===== src/rtl/mbx_pkg.sv =====
package mbx_pkg;

  typedef enum logic [2:0] {
    AK_DATA  = 3'd0,
    AK_FETCH = 3'd1,
    AK_INDIR = 3'd2,
    AK_BASE  = 3'd3,
    AK_DMA   = 3'd4
  } acc_kind_e;

  // Slot index inside the bank file (slot n lives at window address base+n).
  // slot 0: indirect upper, 1: fetch lower, 2: fetch upper,
  // 3: indirect lower, 4: base page, 5: DMA
  function automatic logic [2:0] bank_slot(input logic [2:0] kind, input logic upper);
    logic [2:0] s;
    case (kind)
      AK_FETCH: s = upper ? 3'd2 : 3'd1;
      AK_BASE:  s = 3'd4;
      AK_DMA:   s = 3'd5;
      default:  s = upper ? 3'd0 : 3'd3;
    endcase
    return s;
  endfunction

endpackage


===== src/rtl/mbx_bank_file.sv =====
module mbx_bank_file #(
  parameter int NREG = 6,
  parameter int BW   = 6,
  localparam int IDXW = $clog2(NREG)
) (
  input  logic            clk,
  input  logic            rst_n,
  input  logic            we,
  input  logic [IDXW-1:0] widx,
  input  logic [BW-1:0]   wbank,
  input  logic [IDXW-1:0] sel_idx,
  input  logic [IDXW-1:0] rb_idx,
  output logic [BW-1:0]   sel_bank,
  output logic [BW-1:0]   rb_bank
);

  logic [BW-1:0] regs [NREG];
  logic [NREG-1:0] hit;

  for (genvar g = 0; g < NREG; g++) begin : g_reg
    assign hit[g] = we && (widx == IDXW'(g));
    always_ff @(posedge clk) begin
      if (!rst_n)      regs[g] <= '0;
      else if (hit[g]) regs[g] <= wbank;
    end
  end

  assign sel_bank = (int'(sel_idx) < NREG) ? regs[sel_idx] : '0;
  assign rb_bank  = (int'(rb_idx)  < NREG) ? regs[rb_idx]  : '0;


  one_write_chk: assert property (@(posedge clk) disable iff (!rst_n)
    $onehot0(hit));


  no_write_hold_chk: assert property (@(posedge clk) disable iff (!rst_n)
    (!we && int'(sel_idx) < NREG) |=> (sel_bank == $past(sel_bank)) || (sel_idx != $past(sel_idx)));

endmodule


===== src/rtl/mbx_cycle_ctl.sv =====
module mbx_cycle_ctl #(
  parameter int AW       = 16,
  parameter int BW       = 6,
  parameter int REG_SPAN = 32,
  localparam int OFFW = AW - 1,
  localparam int XW   = BW + OFFW
) (
  input  logic          clk,
  input  logic          rst_n,
  input  logic          cyc_start,
  input  logic          cyc_done,
  input  logic [AW-1:0] word_addr,
  input  logic [BW-1:0] bank_in,
  output logic          busy,
  output logic          start_fire,
  output logic          end_fire,
  output logic [AW-1:0] cap_addr,
  output logic [XW-1:0] ext_addr,
  output logic          reg_acc
);

  function automatic logic [XW-1:0] join_addr(input logic [BW-1:0] b, input logic [AW-1:0] a);
    return {b, a[OFFW-1:0]};
  endfunction

  function automatic logic in_window(input logic [AW-1:0] a);
    return a < AW'(REG_SPAN);
  endfunction

  assign start_fire = cyc_start && !busy;
  assign end_fire   = busy && cyc_done;

  always_ff @(posedge clk) begin
    if (!rst_n) begin
      busy     <= 1'b0;
      cap_addr <= '0;
      ext_addr <= '0;
      reg_acc  <= 1'b0;
    end else if (start_fire) begin
      busy     <= 1'b1;
      cap_addr <= word_addr;
      ext_addr <= join_addr(bank_in, word_addr);
      reg_acc  <= in_window(word_addr);
    end else if (end_fire) begin
      busy    <= 1'b0;
      reg_acc <= 1'b0;
    end
  end


  addr_hold_chk: assert property (@(posedge clk) disable iff (!rst_n)
    (busy && !cyc_done) |=> $stable(ext_addr) && $stable(reg_acc));


  reg_idle_chk: assert property (@(posedge clk) disable iff (!rst_n)
    reg_acc |-> busy);


  reg_decode_chk: assert property (@(posedge clk) disable iff (!rst_n)
    start_fire |=> reg_acc == ($past(word_addr) < AW'(REG_SPAN)));


  low_bits_chk: assert property (@(posedge clk) disable iff (!rst_n)
    start_fire |=> ext_addr[OFFW-1:0] == $past(word_addr[OFFW-1:0]));

endmodule


===== src/rtl/membank_xlat.sv =====
module membank_xlat #(
  parameter int AW       = 16,
  parameter int DW       = 16,
  parameter int BW       = 6,
  parameter int NREG     = 6,
  parameter int WIN_BASE = 26,
  parameter int REG_SPAN = 32,
  localparam int IDXW = $clog2(NREG),
  localparam int XW   = BW + AW - 1
) (
  input  logic          clk,
  input  logic          rst_n,
  input  logic          cyc_start,
  input  logic          cyc_done,
  input  logic [2:0]    acc_kind,
  input  logic [AW-1:0] word_addr,
  input  logic          wr_en,
  input  logic [DW-1:0] wr_data,
  output logic [XW-1:0] ext_addr,
  output logic          reg_acc,
  output logic [DW-1:0] rd_data
);
  import mbx_pkg::*;

  logic            busy, start_fire, end_fire;
  logic [AW-1:0]   cap_addr, cap_off;
  logic            bank_hit;
  logic [IDXW-1:0] sel_idx, slot_idx;
  logic [BW-1:0]   sel_bank, rb_bank;
  logic            bank_we;

  assign sel_idx  = IDXW'(bank_slot(acc_kind, word_addr[AW-1]));
  assign cap_off  = cap_addr - AW'(WIN_BASE);
  assign bank_hit = (cap_addr >= AW'(WIN_BASE)) && (cap_addr < AW'(WIN_BASE + NREG));
  assign slot_idx = cap_off[IDXW-1:0];
  assign bank_we  = end_fire && wr_en && bank_hit;

  mbx_bank_file #(.NREG(NREG), .BW(BW)) u_banks (
    .clk(clk), .rst_n(rst_n), .we(bank_we), .widx(slot_idx),
    .wbank(wr_data[BW-1:0]), .sel_idx(sel_idx), .rb_idx(slot_idx),
    .sel_bank(sel_bank), .rb_bank(rb_bank)
  );

  mbx_cycle_ctl #(.AW(AW), .BW(BW), .REG_SPAN(REG_SPAN)) u_cyc (
    .clk(clk), .rst_n(rst_n), .cyc_start(cyc_start), .cyc_done(cyc_done),
    .word_addr(word_addr), .bank_in(sel_bank), .busy(busy),
    .start_fire(start_fire), .end_fire(end_fire), .cap_addr(cap_addr),
    .ext_addr(ext_addr), .reg_acc(reg_acc)
  );

  assign rd_data = (busy && reg_acc && bank_hit) ? DW'(rb_bank) : '0;


  bank_bits_chk: assert property (@(posedge clk) disable iff (!rst_n)
    start_fire |=> ext_addr[XW-1:AW-1] == $past(sel_bank));


  rd_idle_chk: assert property (@(posedge clk) disable iff (!rst_n)
    !reg_acc |-> rd_data == '0);


  write_only_window_chk: assert property (@(posedge clk) disable iff (!rst_n)
    bank_we |-> reg_acc);

endmodule


===== config.mk =====
export PLATFORM = sky130hd
export DESIGN_NAME = membank_xlat
export DESIGN_NICKNAME = d
export VERILOG_FILES = /design/src/rtl/mbx_pkg.sv /design/src/rtl/mbx_bank_file.sv /design/src/rtl/mbx_cycle_ctl.sv /design/src/rtl/membank_xlat.sv
export SDC_FILE = /design/constraint.sdc
export NUM_CORES = 1
export LEC_CHECK = 0
export ABC_AREA = 1
export BUFFER_PORTS_ARGS = -buffer_cell sky130_fd_sc_hd__buf_2
export CAP_MARGIN = 20
export CORE_ASPECT_RATIO = 0.75
export CORE_MARGIN = 3
export CORE_UTILIZATION = 40
export DETAILED_ROUTE_END_ITERATION = 16
export GPL_TIMING_DRIVEN = 0
export PLACE_DENSITY_LB_ADDON = 0.2
export SLEW_MARGIN = 5
export SYNTH_ARGS = -nofsm -noshare
export SYNTH_HDL_FRONTEND = slang
export SYNTH_HIERARCHICAL = 1
export SYNTH_SLANG_ARGS = --single-unit

===== constraint.sdc =====
create_clock -name clk -period 5 [get_ports clk]
set_input_delay 0.75 -clock clk [delete_from_list [all_inputs] [get_ports clk]]
set_output_delay 0.75 -clock clk [all_outputs]
set_load 0.005 [all_outputs]

== Yosys cells after proc, flatten, opt, wreduce, memory -nomap -nowiden ==
Memory sizes are Yosys's and may differ from the RTL's. A register that Yosys moved wholly into a read port is not among the register bits.
Index checks and enable logic that the tools add are counted.
Storage, ports and cells
  memories kept: 1
  bits in registers: 39
  memory bits (writable): 36
  input bits: 40
Operators by class
  bitwise gates (word level): 6
  order comparisons: 5
  reduce and logical (&&, ||, !) cells: 17
  eq/ne operators: 8
  add/sub/neg operators: 1
  mux-type cells: 34
Memory list
  u_banks.regs: words 6, width 6, read ports 2, clocked after Yosys merged registers in 1, write ports 6, line mbx_bank_file.sv:17  | logic [BW-1:0] regs [NREG];
Operators with widths (number)
  $mux 6: 9
  $lt 16x6->1 const B: 2
  $mux 1: 22
  $ge 16x5->1 const B: 1
  $logic_and 1x1->1: 13
  $eq 3x2->1 const B: 3
  $eq 3x3->1 const B: 3
  $pmux 3 s3: 1
  $eq 3x1->1 const B: 2
  $lt 3x3->1 const B: 2
  $or 1x1->1: 6
  $mux 2: 2
  $logic_not 3->1: 1
  $sub 3x2->3 const B: 1
  $logic_not 1->1: 2
  $reduce_bool 2->1: 1

== Depth between registers and ports, before layout ==
Gate-level depths: netlist of run 1.
  depth after elaboration: 8
  depth in mapped cells: 13

== By module ==
Netlist of run 1, hierarchy kept.
By module, submodules not included
  mbx_bank_file: times used 1, cells each 244, area each 2034.5 um^2
  mbx_cycle_ctl: times used 1, cells each 131, area each 1026.0 um^2
  membank_xlat: times used 1, cells each 57, area each 319.1 um^2

== Worst setup path before layout of run 1 ==
No wires, ideal clock.
  kind: register to output
  from: register u_cyc.cap_addr[1]
  to: output port rd_data[0]
  data arrival time: 1.313 ns
  stages on the path, launching flop included: 10
  setup slack: 2.937 ns
  data required time: 4.250 ns
  cells stage by stage: dfxtp_1 -> inv_2 -> nand2_2 -> nand2_1 -> inv_1 -> a21oi_1 -> o21ai_0 -> a21oi_1 -> inv_1 -> nor2_2
Between the ends
  longest elaborated chain between the ends: 4
  elaborated cells between the ends (all ways): 9
  classes of those cells: add/sub: 1; order compare: 3; mux: 2; reduce/logical: 2; memory: 1
RTL lines
  from (decl): line mbx_cycle_ctl.sv:17  | output logic [AW-1:0] cap_addr,
  from (signal assigned): line mbx_cycle_ctl.sv:41  | cap_addr <= word_addr;
  $sub 3x2->3 (*): line membank_xlat.sv:33  | assign cap_off = cap_addr - AW'(WIN_BASE);
  via cap_off[1]: line membank_xlat.sv:26  | logic [AW-1:0] cap_addr, cap_off;
  $mem_v2 6x6 or $lt 3x3->1 (tied branches)
  $mux 6 (*): line mbx_bank_file.sv:29  | assign rb_bank = (int'(rb_idx) < NREG) ? regs[rb_idx] : '0;
  via rb_bank[0]: line membank_xlat.sv:29  | logic [BW-1:0] sel_bank, rb_bank;
  $mux 6 (*): line membank_xlat.sv:51  | assign rd_data = (busy && reg_acc && bank_hit) ? DW'(rb_bank) : '0;
  to (decl): line membank_xlat.sv:21  | output logic [DW-1:0] rd_data
The timed path passes the listed nets; every way through them passes the cells marked *.

== Worst setup path in the final report of run 1 ==
Ends and elaborated chain as after synthesis.

==> flow_summary.toml, run 1 <==
[floorplan]
die_x_um = 112
initial_core_util_pct = 41.9
dieHeight_um = 85.6
fp-row-count = 28
core-area_um2 = 8060
dieArea_um2 = 9600
boundaryPins = 78

[detailed_routing]
drtIter0Drc = 191
drc = 0
routedWlPerCell_um = 14.1
firstDrtPassIters = 5
vias = 3040
vias_per_cell = 4.91
routed_wl_um = 8740
ant_nets = 0

[yosys]
yosysTopAreaCell = "edfxtp_1"
yosysTopAreaCellShare_pct = 32.0
netlist_instances = 432
ys_ff_latch = 60
netlist_area_um2 = 3380
synth_warnings = 6
syn_area_per_cell_um2 = 7.82
synth.area.top_cells = "edfxtp_1 (32%), dfxtp_1 (14%), nor2_1 (11%), nand2_1 (8.2%), buf_4 (5.6%)"
synthDistinctLibCells = 27
ys_seq_area_share_pct = 46.2

[setup_path]
worstPathMaxFanout = 8
critPathCaptureType = "output port"
timing.rr.end = "u_banks/regs[3][3]"
crit_type = "flop to output port"
startpoint_type = "flop"
critical_path.cell_chain = "inv_2 -> nand2_2 -> nand2_1 -> inv_1 -> a21oi_1 -> o21ai_0 -> a21oi_1 -> inv_1 -> nor2_2 -> buf_2"
reg2regPathDepth = 10
r2r-start = "u_cyc/cap_addr[1]"
regToRegSetupSlack_ns = 2.90
cpPeakStageDelay_ns = 0.34
crit_required_ns = 4.25
cp.arrival_ns = 2.12
crit_slowest_cell = "dfxtp_1"

[placed_design]
detailed_place.area_um2 = 3830
gp_congestion = 0.897
port_buffers = 57
hpwl_um = 6690
preCtsSetupSlack_ns = 2.48

[layout]
utilization_pct = 51.0
fillCellCount = 819
nets = 549
final_common_cell = "nor2_1"
syn2layout_area_growth_pct = 21.5
final_cell_area_um2 = 4110
layout-drive-gt1-share_pct = 26.1
layout_common_cells = "nor2_1 (96), nand2_1 (74), buf_2 (66), inv_1 (48), edfxtp_1 (36)"
num_antenna_cells = 0

[grt]
met3_usage_pct = 3.95
grt_use_met2_pct = 25.0
grt_pass1_wl_um = 14100
grt_usage_pct = 18.9
grt_max_degree = 13
met1_usage_pct = 30.2
grt_remaining_overflow = 0
grt_pass1_vias = 2645
antenna_found_initial = 0
busiest_layer = "met1"

[hold_path]
min_path_cells = 2
min_to = "u_cyc/ext_addr[15]"
min_from = "u_cyc/ext_addr[15]"
hold_class = "flop to flop"

[power_and_ir_drop]
peakVddDrop_mv = 0.190
p_leak_nw = 1.95
p_per_area_nw_per_um2 = 327

[outcome]
status = "finished clean"

[timing]
slew_viol_final = 0
hold_viol = 0
final.setup.worst_slack_ns = 2.13
max_clock_freq_ghz = 0.348
rsz0062_at_grt = "false"
hold_slack_ns = 0.500
layout_min_cycle_time_ns = 2.87
fin_crit_sh_pct = 57.4
finalSetupTns_ns = 0
finClkSkew_ns = 0.00757
final-setup-viol-count = 0

[clock_network]
worstSkewPairLatency_ns = 0.33
cts_root_buf = "clkbuf_16"
cts_setup_buffers = 0
clock_path_buffers = 2
cts_hold_buf = 0
cts_sinks = 60
cts_resized = 0
tritoncts = "built"
htreeDepth = 3
cts_inserted_buffers = 9
clkTransAtPathRegs_ns = 0.06

[run]
cap_violations = 0
## sequential cells by signal (all words and copies together) (netlist names)
register        flops
u_cyc/busy          1
u_cyc/reg_acc       1
u_banks/regs       36
u_cyc/ext_addr      6
u_cyc/cap_addr     16
## final cells by class
type | count | area [um^2] | share of cell area, %
Buffer | 40 | 285 | 6.94
Clock buffer | 9 | 225 | 5.48
Clock inverter | 7 | 52.6 | 1.28
Inverter | 52 | 195 | 4.75
Multi-Input combinational cell | 289 | 1370 | 33.4
Sequential cell | 60 | 1560 | 38.0
Tap cell | 105 | 131 | 3.20
Timing Repair Buffer | 57 | 285 | 6.94
## Yosys cell counts (all sizes together)
cell    number
nor2       110
nand2       77
inv         52
buf         39
edfxtp      36
o21ai       35
dfxtp       24
o211ai      22
nand3       14
a21oi        9
mux2i        4
nand4        4
a211oi       1
a22oi        1
clkbuf       1
conb         1
o211a        1
or2          1
## worst max-delay path: cells and delay by family, from the launching register on
| kind | cells | cell delay [ns] |
|---|---|---|
| buffers and inverters | 4 | 0.54 |
| AOI/OAI and AO/OA | 3 | 0.42 |
| DFF | 1 | 0.34 |
| and+or+nand+nor | 3 | 0.49 |
## per-layer routing
metal  wire length, um  part of all wire [%]
met1              4390                    50
met5                 0                     0
met4                83                  0.95
met2              3500                    40
met3               770                   8.8
## worst max-delay path by stage
stage | startpoint | endpoint | depth (start not counted)
2_1_floorplan | u_cyc/cap_addr[1] | rd_data[0] | 9
3_3_place_gp | u_cyc/cap_addr[1] | rd_data[0] | 10
3_5_place_dp | u_cyc/cap_addr[1] | rd_data[0] | 10
4_1_cts | u_cyc/cap_addr[1] | rd_data[0] | 10
5_1_grt | u_cyc/cap_addr[1] | rd_data[0] | 10
6_report | u_cyc/cap_addr[1] | rd_data[0] | 10
## cells by family after synthesis
family	count (synthesis)	synth area share [%]
compound gates	69	12.1
buf+inv	92	14.2
flops	60	46.2
mux	4	1.18
other cells	1	0.111
simple gates	206	26.1
## per-stage QoR
stage,std cells,power [mW]
after floorplan,441,0.714
after global placement,603,0.780
after detailed placement,603,0.783
after CTS,619,1.35
after global routing,619,1.41
final,619,1.34
## report_power, final
group	total (mW)	internal, mW	switching, mW
Sequential	0.569	0.549	0.0201
Combinational	0.205	0.0827	0.123
Clock	0.567	0.337	0.230
(Power assumes the default switching activity.)
==> run 2, diff against run 1 <==
Settings changed: ABC_AREA 1 to 0.
Clock period 5 ns to 2.7 ns, I/O delays scaled along.
==> run 2 against run 1 <==
Sequential cell count unchanged. Setup slack worse by 2.0 ns. Sequential power rose by 83%. Final cell count decreased by 17%. Power rose by 88%. Synthesized cell count decreased by 24%. Combinational power is 64% higher. Non-clock buffer count shrank 1. Clock power grew 100%.
==> flow_summary.toml, run 2 <==
[layout]
layout-drive-gt1-share_pct = 34.1
num_antenna_cells = 0
largest_reg_flops = 36
top_register = "u_banks/regs"
nets = 446
layout_common_cells = "buf_2 (57), nand2_1 (55), and2_1 (38), mux2i_1 (36), edfxtp_1 (36)"
largestRegisters = "u_banks/regs: 36 flops, u_cyc/cap_addr: 16 flops, u_cyc/ext_addr: 6 flops"
layout.cells.non_filler = 516
final_common_cell = "buf_2"
utilization_pct = 52.2
syn2layout_area_growth_pct = 22.7

[yosys]
synthMostInstantiatedCell = "nand2_1"
synth_top_cells_by_count = "nand2_1 (55), and2_1 (38), edfxtp_1 (36), mux2i_1 (36), buf_4 (27)"
synth_edf_count = 36
syn_area_per_cell_um2 = 10.5
synthArstFlopShare_pct = 0
synth_flop_cell = "edfxtp_1"
synthDistinctLibCells = 38
netlist_instances = 329
ys_ff_latch = 60
synth.area.top_cells = "edfxtp_1 (31%), dfxtp_1 (14%), mux2i_1 (10%), and2_1 (6.9%), a21boi_2 (6.2%)"
ys_seq_area_share_pct = 45.2
synth_warnings = 6
yosysTopAreaCell = "edfxtp_1"
yosysTopAreaCellShare_pct = 31.3
netlist_area_um2 = 3460

[setup_path]
critPathCaptureType = "output port"
crit_type = "flop to output port"
worstPathMaxFanout = 10
startpoint_type = "flop"
cp.arrival_ns = 2.18
crit_required_ns = 2.30

[run]
cap_violations = 0

[timing]
finClkSkew_ns = 0.00753
rsz0062_at_grt = "false"
layout_min_cycle_time_ns = 2.59
tightest_slew_ns = 0.912
hold_viol = 0
slew_viol_final = 0
fin_crit_sh_pct = 95.8
final-setup-viol-count = 0
hold_slack_ns = 0.315
max_clock_freq_ghz = 0.386
final.setup.worst_slack_ns = 0.112
slew_headroom_pct = 38.6

[power_and_ir_drop]
p_per_area_nw_per_um2 = 594
p_comb_share_pct = 13.3
clkPwrFrac_pct = 45.3
switching_share_pct = 23.8
p_leak_nw = 1.80
seq_power_share_pct = 41.4
p_int_mw = 1.92
switchingPower_mw = 0.599
power_mw = 2.52
peakVddDrop_mv = 0.311

[outcome]
status = "finished clean"

[clock_network]
clock_path_buffers = 2
worstSkewPairLatency_ns = 0.33
cts_root_buf = "clkbuf_16"
htreeDepth = 3
cts_sinks = 60
cts_inserted_buffers = 9
tritoncts = "built"
clkTransAtPathRegs_ns = 0.05

[grt]
antenna_found_initial = 0
grt_max_degree = 15
met1_usage_pct = 27.5
grt_remaining_overflow = 0
grt_use_met2_pct = 26.3
grt_pass1_wl_um = 13600
grt_usage_pct = 18.4
grt_pass1_vias = 2555
met3_usage_pct = 5.79
busiest_layer = "met1"

[detailed_routing]
vias_per_cell = 5.20
ant_nets = 0
routed_wl_um = 8650
drtIter0Drc = 176
firstDrtPassIters = 4
routedWlPerCell_um = 16.8
vias = 2681
drc = 0

[floorplan]
dieArea_um2 = 9810
dieHeight_um = 86.5
core-area_um2 = 8130
fp-row-count = 28
die_x_um = 113
boundaryPins = 78
initial_core_util_pct = 42.5

[placed_design]
port_buffers = 57
placed_cells = 500
gp_congestion = 0.814
preCtsSetupSlack_ns = -0.199
hpwl_um = 6740

[hold_path]
hold_class = "input pin to flop"
==> run 2: stage by stage <==
step	area, um^2	setup TNS, ns
global placement	3910	-3.90
CTS	4220	-3.00
detailed placement	3910	-5.94
global route	4240	0
floorplan	3490	0
finish	4240	0
==> run 2: per-layer routing <==
metal	part of all wire (%)	up-vias
li1	-	1294
met1	50	1307
met2	43	76
met3	6.5	4
met4	0.51	0
met5	0	-
==> run 2: path summary, 6_finish.rpt <==
kind / from / to / slack, ns / depth (start not counted)
worst max-delay path: u_cyc/cap_addr[1] / rd_data[0] / 0.11 / 9
worst min-delay path: word_addr[1] / u_cyc/cap_addr[1] / 0.32 / 3
worst max register to register: u_cyc/cap_addr[12] / u_banks/regs[3][0] / 0.17 / 5
worst min register to register: u_cyc/ext_addr[16] / u_cyc/ext_addr[16] / 0.47 / 2
==> run 2: cell families after synthesis <==
| kind of cell | Yosys count | share of synthesized area (%) |
|---|---|---|
| AO/OA/AOI/OAI | 55 | 13.9 |
| XOR/XNOR | 1 | 0.253 |
| buffers and inverters | 41 | 9.52 |
| flip-flops | 60 | 45.2 |
| multiplexers | 36 | 10.4 |
| other | 1 | 0.108 |
| AND/OR/NAND/NOR | 135 | 20.6 |
==> run 2: final cells by class <==
| cell class | instances | area, um^2 |
|---|---|---|
| clock buffers | 16 | 303 |
| inverters | 2 | 12.5 |
| fillers | 757 | 3880 |
| flip-flops and latches | 60 | 1560 |
| plain buffers | 39 | 320 |
| well taps | 105 | 131 |
| multi-input cells | 237 | 1630 |
| repair buffers | 57 | 285 |
==> run 2: repair_timing <==
item | 4_1_cts | 5_1_grt
resized for setup | 4 | 10
pin swaps | 0 | 1
endpoints found under the setup margin | 42 | 65
buffers inserted | 0 | 0
hold buffers | 0 | 0
cloned | 0 | 0
==> run 2: critical path, cell delays in order, from the launching register on <==
cell      delay [ns]
dfxtp_2         0.40
inv_2           0.12
buf_6           0.16
buf_12          0.14
nand2b_1        0.26
o32a_1          0.20
o21ai_0         0.13
nand2_1         0.08
nor3_1          0.18
buf_2           0.16
==> run 2: power by group through the flow <==
stage	clock network, mW	logic, mW	registers [mW]
after detailed placement	0	0.329	1.06
after CTS	1.15	0.332	1.04
after floorplan	0	0.224	1.05
final	1.14	0.336	1.04
after global routing	1.22	0.367	1.05
after global placement	0	0.325	1.06
